### config.mk
export PLATFORM = sky130hd
export DESIGN_NAME = console_uart
export DESIGN_NICKNAME = d
export VERILOG_FILES = /design/src/rtl/console_uart_pkg.sv /design/src/rtl/cu_baud.sv /design/src/rtl/cu_fifo.sv /design/src/rtl/cu_tx.sv /design/src/rtl/cu_rx.sv /design/src/rtl/console_uart.sv
export SDC_FILE = /design/constraint.sdc
export NUM_CORES = 1
export LEC_CHECK = 0
export BUFFER_PORTS_ARGS = -buffer_cell sky130_fd_sc_hd__buf_2
export CORE_ASPECT_RATIO = 0.6
export CORE_UTILIZATION = 55
export DETAILED_ROUTE_END_ITERATION = 7
export PLACE_DENSITY = 0.75
export SYNTH_ARGS = -nofsm -noshare
export SYNTH_HDL_FRONTEND = slang
export SYNTH_SLANG_ARGS = --single-unit
### constraint.sdc
create_clock -name clk -period 3.44 [get_ports clk]
set_input_delay 0.344 -clock clk [delete_from_list [all_inputs] [get_ports clk]]
set_output_delay 0.344 -clock clk [all_outputs]
set_load 0.05 [all_outputs]
### src/rtl/console_uart_pkg.sv
`timescale 1ns/1ps
package console_uart_pkg;

    localparam int BYTE_W     = 8;
    localparam int REG_W      = 64;
    localparam int FRAME_BITS = BYTE_W + 2;

    // register selectors, taken from address bits 5:3
    localparam logic [2:0] SEL_TXD  = 3'd0;
    localparam logic [2:0] SEL_RXD  = 3'd1;
    localparam logic [2:0] SEL_STAT = 3'd2;
    localparam logic [2:0] SEL_DIV  = 3'd3;
    localparam logic [2:0] SEL_IEN  = 3'd4;

    // status layout: the last member is bit 0
    typedef struct packed {
        logic tx_full;
        logic rx_full;
        logic tx_empty;
        logic rx_empty;
    } stat_t;

    typedef struct packed {
        logic tx_en;
        logic rx_en;
    } ien_t;

    typedef enum logic [1:0] {
        RX_IDLE,
        RX_START,
        RX_DATA,
        RX_STOP
    } rx_state_e;

    // the frame is shifted out from bit 0: start, data LSB first, stop
    function automatic logic [FRAME_BITS-1:0] make_frame(input logic [BYTE_W-1:0] d);
        return {1'b1, d, 1'b0};
    endfunction

endpackage

### src/rtl/cu_baud.sv
`timescale 1ns/1ps
module cu_baud #(
    parameter int DIV_W = 16
) (
    input  logic             clk,
    input  logic             rst,
    input  logic [DIV_W-1:0] div,
    output logic             tick
);
    logic [DIV_W-1:0] cnt;

    // the >= keeps the counter bounded when the divisor is lowered
    assign tick = (cnt >= div);

    always_ff @(posedge clk) begin
        if (rst)
            cnt <= '0;
        else if (tick)
            cnt <= '0;
        else
            cnt <= cnt + 1'b1;
    end
endmodule

### src/rtl/cu_fifo.sv
`timescale 1ns/1ps
module cu_fifo #(
    parameter int WIDTH = 8,
    parameter int DEPTH = 16
) (
    input  logic             clk,
    input  logic             rst,
    input  logic             push,
    input  logic [WIDTH-1:0] push_data,
    input  logic             pop,
    output logic [WIDTH-1:0] head,
    output logic             empty,
    output logic             full
);
    // DEPTH is a power of two; the extra pointer bit tells full from empty
    localparam int AW = $clog2(DEPTH);

    logic [WIDTH-1:0] mem [DEPTH];
    logic [AW:0]      wr_ptr;
    logic [AW:0]      rd_ptr;

    assign empty = (wr_ptr == rd_ptr);
    assign full  = (wr_ptr[AW] != rd_ptr[AW]) && (wr_ptr[AW-1:0] == rd_ptr[AW-1:0]);
    assign head  = mem[rd_ptr[AW-1:0]];

    always_ff @(posedge clk) begin
        if (rst) begin
            wr_ptr <= '0;
            rd_ptr <= '0;
        end else begin
            if (push && !full) begin
                mem[wr_ptr[AW-1:0]] <= push_data;
                wr_ptr <= wr_ptr + 1'b1;
            end
            if (pop && !empty)
                rd_ptr <= rd_ptr + 1'b1;
        end
    end
endmodule

### src/rtl/cu_tx.sv
`timescale 1ns/1ps
module cu_tx
    import console_uart_pkg::*;
#(
    parameter int OVERSAMPLE = 16
) (
    input  logic              clk,
    input  logic              rst,
    input  logic              tick,
    input  logic              have_data,
    input  logic [BYTE_W-1:0] data,
    output logic              pop,
    output logic              busy,
    output logic              line
);
    localparam int PH_W = $clog2(OVERSAMPLE);
    localparam int BN_W = $clog2(FRAME_BITS);

    logic [FRAME_BITS-1:0] shreg;
    logic [PH_W-1:0]       phase;
    logic [BN_W-1:0]       bitn;

    // a frame starts only on a tick, so every bit is a whole number of ticks
    assign pop  = !busy && tick && have_data;
    assign line = busy ? shreg[0] : 1'b1;

    always_ff @(posedge clk) begin
        if (rst) begin
            busy  <= 1'b0;
            shreg <= '1;
            phase <= '0;
            bitn  <= '0;
        end else if (!busy) begin
            if (pop) begin
                shreg <= make_frame(data);
                busy  <= 1'b1;
                phase <= '0;
                bitn  <= '0;
            end
        end else if (tick) begin
            if (phase == PH_W'(OVERSAMPLE - 1)) begin
                phase <= '0;
                shreg <= {1'b1, shreg[FRAME_BITS-1:1]};
                if (bitn == BN_W'(FRAME_BITS - 1))
                    busy <= 1'b0;
                else
                    bitn <= bitn + 1'b1;
            end else begin
                phase <= phase + 1'b1;
            end
        end
    end
endmodule

### src/rtl/cu_rx.sv
`timescale 1ns/1ps
module cu_rx
    import console_uart_pkg::*;
#(
    parameter int OVERSAMPLE = 16
) (
    input  logic              clk,
    input  logic              rst,
    input  logic              tick,
    input  logic              line_async,
    output logic              valid,
    output logic [BYTE_W-1:0] data
);
    localparam int PH_W = $clog2(OVERSAMPLE);
    localparam int BC_W = $clog2(BYTE_W);
    localparam logic [PH_W-1:0] PH_MID  = PH_W'(OVERSAMPLE / 2 - 1);
    localparam logic [PH_W-1:0] PH_LAST = PH_W'(OVERSAMPLE - 1);

    logic [1:0]        sync;
    logic              rx_s;
    rx_state_e         state;
    logic [PH_W-1:0]   phase;
    logic [BC_W-1:0]   bitn;
    logic [BYTE_W-1:0] shreg;

    assign rx_s = sync[1];
    assign data = shreg;

    always_ff @(posedge clk) begin
        if (rst)
            sync <= 2'b11;
        else
            sync <= {sync[0], line_async};
    end

    always_ff @(posedge clk) begin
        if (rst) begin
            state <= RX_IDLE;
            phase <= '0;
            bitn  <= '0;
            shreg <= '0;
            valid <= 1'b0;
        end else begin
            valid <= 1'b0;
            if (tick) begin
                unique case (state)
                    RX_IDLE: begin
                        if (!rx_s) begin
                            state <= RX_START;
                            phase <= '0;
                        end
                    end
                    RX_START: begin
                        if (phase == PH_MID) begin
                            phase <= '0;
                            bitn  <= '0;
                            state <= rx_s ? RX_IDLE : RX_DATA;
                        end else begin
                            phase <= phase + 1'b1;
                        end
                    end
                    RX_DATA: begin
                        if (phase == PH_LAST) begin
                            phase <= '0;
                            shreg <= {rx_s, shreg[BYTE_W-1:1]};
                            if (bitn == BC_W'(BYTE_W - 1))
                                state <= RX_STOP;
                            else
                                bitn <= bitn + 1'b1;
                        end else begin
                            phase <= phase + 1'b1;
                        end
                    end
                    RX_STOP: begin
                        if (phase == PH_LAST) begin
                            phase <= '0;
                            state <= RX_IDLE;
                            valid <= rx_s;
                        end else begin
                            phase <= phase + 1'b1;
                        end
                    end
                    default: state <= RX_IDLE;
                endcase
            end
        end
    end
endmodule

### src/rtl/console_uart.sv
`timescale 1ns/1ps
module console_uart
    import console_uart_pkg::*;
#(
    parameter int ADDR_W     = 8,
    parameter int DIV_W      = 16,
    parameter int FIFO_DEPTH = 16,
    parameter int OVERSAMPLE = 16
) (
    input  logic              clk,
    input  logic              rst,
    input  logic              bus_valid,
    input  logic              bus_write,
    input  logic [ADDR_W-1:0] bus_addr,
    input  logic [REG_W-1:0]  bus_wdata,
    output logic [REG_W-1:0]  bus_rdata,
    output logic              bus_ack,
    output logic              irq,
    output logic              ser_tx,
    input  logic              ser_rx
);
    localparam int SEL_LO = 3;
    localparam int SEL_HI = 5;

    logic [2:0]        sel;
    logic              hit;
    logic              wr_req;
    logic              rd_req;
    logic              tx_push;
    logic              tx_pop;
    logic              tx_busy;
    logic              tx_empty;
    logic              tx_full;
    logic [BYTE_W-1:0] tx_head;
    logic              rx_pop;
    logic              rx_push;
    logic [BYTE_W-1:0] rx_byte;
    logic              rx_empty;
    logic              rx_full;
    logic [BYTE_W-1:0] rx_head;
    logic              tick;
    logic [DIV_W-1:0]  div_q;
    ien_t              ien_q;
    stat_t             stat;
    logic [REG_W-1:0]  rd_mux;
    logic              unused_wdata_hi;

    assign unused_wdata_hi = ^bus_wdata[REG_W-1:DIV_W];

    // decode: doubleword aligned, upper bits zero
    assign sel    = bus_addr[SEL_HI:SEL_LO];
    assign hit    = (bus_addr[ADDR_W-1:SEL_HI+1] == '0) && (bus_addr[SEL_LO-1:0] == '0);
    assign wr_req = bus_valid && bus_write && hit;
    assign rd_req = bus_valid && !bus_write && hit;

    assign tx_push = wr_req && (sel == SEL_TXD);
    assign rx_pop  = rd_req && (sel == SEL_RXD) && !rx_empty;

    assign stat = '{tx_full: tx_full, rx_full: rx_full, tx_empty: tx_empty, rx_empty: rx_empty};

    always_comb begin
        rd_mux = '0;
        if (rd_req) begin
            unique case (sel)
                SEL_RXD:  rd_mux = rx_empty ? '0 : REG_W'(rx_head);
                SEL_STAT: rd_mux = REG_W'(stat);
                SEL_DIV:  rd_mux = REG_W'(div_q);
                SEL_IEN:  rd_mux = REG_W'(ien_q);
                default:  rd_mux = '0;
            endcase
        end
    end

    always_ff @(posedge clk) begin
        if (rst) begin
            bus_ack   <= 1'b0;
            bus_rdata <= '0;
            div_q     <= '0;
            ien_q     <= '0;
        end else begin
            bus_ack   <= bus_valid;
            bus_rdata <= rd_mux;
            if (wr_req && sel == SEL_DIV)
                div_q <= bus_wdata[DIV_W-1:0];
            if (wr_req && sel == SEL_IEN)
                ien_q <= bus_wdata[1:0];
        end
    end

    assign irq = (ien_q.rx_en && !rx_empty) || (ien_q.tx_en && tx_empty);

    cu_baud #(.DIV_W(DIV_W)) u_baud (
        .clk (clk),
        .rst (rst),
        .div (div_q),
        .tick(tick)
    );

    cu_fifo #(.WIDTH(BYTE_W), .DEPTH(FIFO_DEPTH)) u_txq (
        .clk      (clk),
        .rst      (rst),
        .push     (tx_push),
        .push_data(bus_wdata[BYTE_W-1:0]),
        .pop      (tx_pop),
        .head     (tx_head),
        .empty    (tx_empty),
        .full     (tx_full)
    );

    cu_tx #(.OVERSAMPLE(OVERSAMPLE)) u_tx (
        .clk      (clk),
        .rst      (rst),
        .tick     (tick),
        .have_data(!tx_empty),
        .data     (tx_head),
        .pop      (tx_pop),
        .busy     (tx_busy),
        .line     (ser_tx)
    );

    cu_rx #(.OVERSAMPLE(OVERSAMPLE)) u_rx (
        .clk       (clk),
        .rst       (rst),
        .tick      (tick),
        .line_async(ser_rx),
        .valid     (rx_push),
        .data      (rx_byte)
    );

    cu_fifo #(.WIDTH(BYTE_W), .DEPTH(FIFO_DEPTH)) u_rxq (
        .clk      (clk),
        .rst      (rst),
        .push     (rx_push),
        .push_data(rx_byte),
        .pop      (rx_pop),
        .head     (rx_head),
        .empty    (rx_empty),
        .full     (rx_full)
    );
endmodule

==> impl_metrics.yaml <==
die:
  num_io_pins: 144
  core_um2: 27760
  initial_utilization_pct: 56.45
  num_rows: 47
  dieArea_um2: 29190
  die_height_um: 132.7
  dieWidth_um: 219.9
cells_and_area:
  nets: 1303
  final_cell_mix: "256 x edfxtp_1, 115 x dfxtp_1, 98 x nand2_1, 87 x nor2_1, 66 x mux4_2"
  syn2layout_area_growth_pct: 11.38
  fillers: 1979
  drive_gt1_share_pct: 18.87
  antennaDiodeCount: 0
  final_cell_area_um2: 17450
  seq_area_um2: 10030
  multi_input_area_um2: 5105
  final_common_cell: "edfxtp_1"
timing:
  finalWorstSetupSlack_ps: 568.0
  hold_violations: 0
  final.setup.tns_ps: 0
  report.final.slew_viol_count: 0
  final.setup_skew_ps: 19.02
  min_period_ps: 2872
  setup_viol: 0
  slew_headroom_pct: 28.27
  worst_slew_pin_slew_ps: 1065
  clock.fmax_ghz: 0.3482
  finalCritPeriodShare_pct: 83.49
  rsz0062_at_grt: "no"
critical_path:
  critPathCaptureType: "output port"
  crit_required_ps: 3100
  critical_path_arrival_ps: 2530
  r2r_end: "u_txq.rd_ptr[1]"
  worst-setup-path-type: "reg -> out"
  start_kind: "flip-flop"
  crit_fanout: 13
  rrSetupSlack_ps: 580
  r2r.worst_path.cells: 9
  timing.rr.start: "div_q[13]"
min_path:
  min_to: "u_rx.sync[0]"
  whs_path_depth: 2
  min_from: "ser_rx"
  min_path_type: "in -> reg"
cts:
  cts_root_buf: "clkbuf_16"
  clk_pin_slew_worst_paths_ps: 70
  cts_tree: "yes"
  ctsResizeCount: 0
  worstSkewPairLatency_ps: 520
  cts_made_buffers: 35
  clock_path_buffers: 3
  postCtsSetupRepairBufs: 0
  htreeDepth: 2
  cts.sinks: 373
  cts_hold_buf: 0
placed_design:
  portBuffers: 47
  place_ws_ps: 642.9
  placed_cell_area_um2: 16270
  dp_hpwl_um: 23060
  gp_congestion: 0.8939
logic_synthesis:
  synth_top_flop_cell: "edfxtp_1"
  yosysWarnings: 0
  async_flop_share_pct: 0
  ys_ff_latch: 373
  syn_avg_cell_area_um2: 13.95
  syn_area_um2: 15670
  synth_cell_types: 63
  synth-edff-count: 256
  synthCells: 1123
  ys_seq_area_share_pct: 64.01
power_and_ir_drop:
  power-per-cell-area_nw_per_um2: 530.6
  switching_share_pct: 21.62
  p_seq_share_pct: 52.2
  p_leak_nw: 6.274
  peakVddDrop_mv: 0.3115
  p_switching_mw: 2.002
  pwr-share-comb_pct: 4.9
  power_frac_clock_pct: 42.9
  internal-power_mw: 7.258
global_route:
  grt_first_pass_wirelength_um: 51410
  antenna_found_initial: 3
  grt_use_total_pct: 23.64
  overflow: 0
  grt_pass1_vias: 8818
  grt_max_degree: 44
drt:
  drc_errors: 24
  antenna_left: 0
  dr.first_iter.drc_count: 1089
  firstDrtPassIters: 7
  dr_total_vias: 9386
  avgRoutedWirePerCell_um: 21.12
  wl_um: 33490
  viasPerCell: 5.918
status:
  status: "finished, violations left"
  violations: "DRC"
flow_run:
  drv_cap: 0
[power groups by stage]
stage	clock network, mW	logic [mW]	registers, mW
global route	4.20	0.485	4.84
floorplan	0	0.407	4.90
CTS	4.02	0.448	4.83
detailed placement	0	0.445	4.93
finish	3.97	0.454	4.83
global placement	0	0.436	4.93
[cells in the mapped netlist, drive strengths merged (29+ instances only)]
| library cell | instances | area, µm² |
|---|---|---|
| nor2 | 87 | 326.6 |
| a21oi | 41 | 209.0 |
| mux2i | 31 | 310.3 |
| inv | 29 | 108.9 |
| edfxtp | 256 | 7687 |
| clkbuf | 37 | 138.9 |
| nand2 | 99 | 374.1 |
| buf | 66 | 462.9 |
| xor2 | 29 | 254.0 |
| o21ai | 34 | 173.9 |
| dfxtp | 117 | 2342 |
| nand3 | 34 | 170.2 |
| ha | 33 | 412.9 |
| mux4 | 66 | 1486 |
[per-layer routing]
metal | GRT usage (%) | vias up | share of wire, %
li1 | - | 4252 | -
met1 | 38.16 | 4660 | 46
met2 | 31.45 | 424 | 41
met3 | 7.011 | 48 | 11
met4 | 4.521 | 2 | 1.2
met5 | 0 | - | 0.039
[through the flow]
stage	instances	total power, mW	hold slack (ps)	utilization, %
floorplan	1170	5.303	389.5	-
global placement	1523	5.366	395.5	58.61
detailed placement	1523	5.374	401.5	58.61
CTS	1586	9.302	53.67	62.87
global route	1586	9.518	44.41	62.87
finish	1586	9.260	44.96	62.87
[worst max-delay path, cell delays in order, from the launching register on]
cell and delay (ps):
dfxtp_1 660, xor2_1 160, nor4_2 520, and2_1 260, o21ai_0 160, buf_2 260
[worst max-delay path by stage]
| stage | start | endpoint | slack, ps | cells after the start |
|---|---|---|---|---|
| after global placement | div_q[13] | flip-flop | 690 | 9 |
| after global routing | div_q[13] | u_txq.rd_ptr[1] | 400 | 9 |
| final | u_rxq.wr_ptr[3] | irq | 570 | 5 |
| after detailed placement | div_q[13] | flip-flop | 640 | 9 |
| after CTS | u_rxq.wr_ptr[3] | irq | 600 | 5 |
| after floorplan | bus_addr[6] | u_txq.mem[0][0] | 970 | 5 |
[logic make-up after synthesis]
logic type	synth area share (%)
flops	64.01
simple gates	10.17
buf+inv	4.536
compound gates	4.735
mux	11.83
xor+xnor	2.068
fa+ha+maj	2.635
other cells	0.02393
[area by class of cell]
| class | count | share of cell area (%) |
|---|---|---|
| Sequential cell | 373 | 57.48 |
| Tap cell | 367 | 2.631 |
| Clock buffer | 44 | 5.628 |
| Multi-Input combinational cell | 665 | 29.25 |
| Clock inverter | 19 | 1.154 |
| Inverter | 29 | 0.6237 |
| Timing Repair Buffer | 89 | 3.226 |
[sequential cells by signal, indices dropped and copies added, names as in the netlist, named ones only]
register	flops
bus_ack	1
bus_rdata	16
div_q	16
ien_q	2
u_baud.cnt	16
u_rx.bitn	3
u_rx.data	8
u_rx.phase	4
u_rx.state	1
u_rx.sync	2
u_rx.valid	1
u_rxq.mem	128
u_rxq.rd_ptr	5
u_rxq.wr_ptr	5
u_tx.bitn	4
u_tx.busy	1
u_tx.phase	4
u_tx.shreg	9
u_txq.mem	128
u_txq.rd_ptr	5
u_txq.wr_ptr	5
No activity file was read; power rests on OpenSTA's default activity.
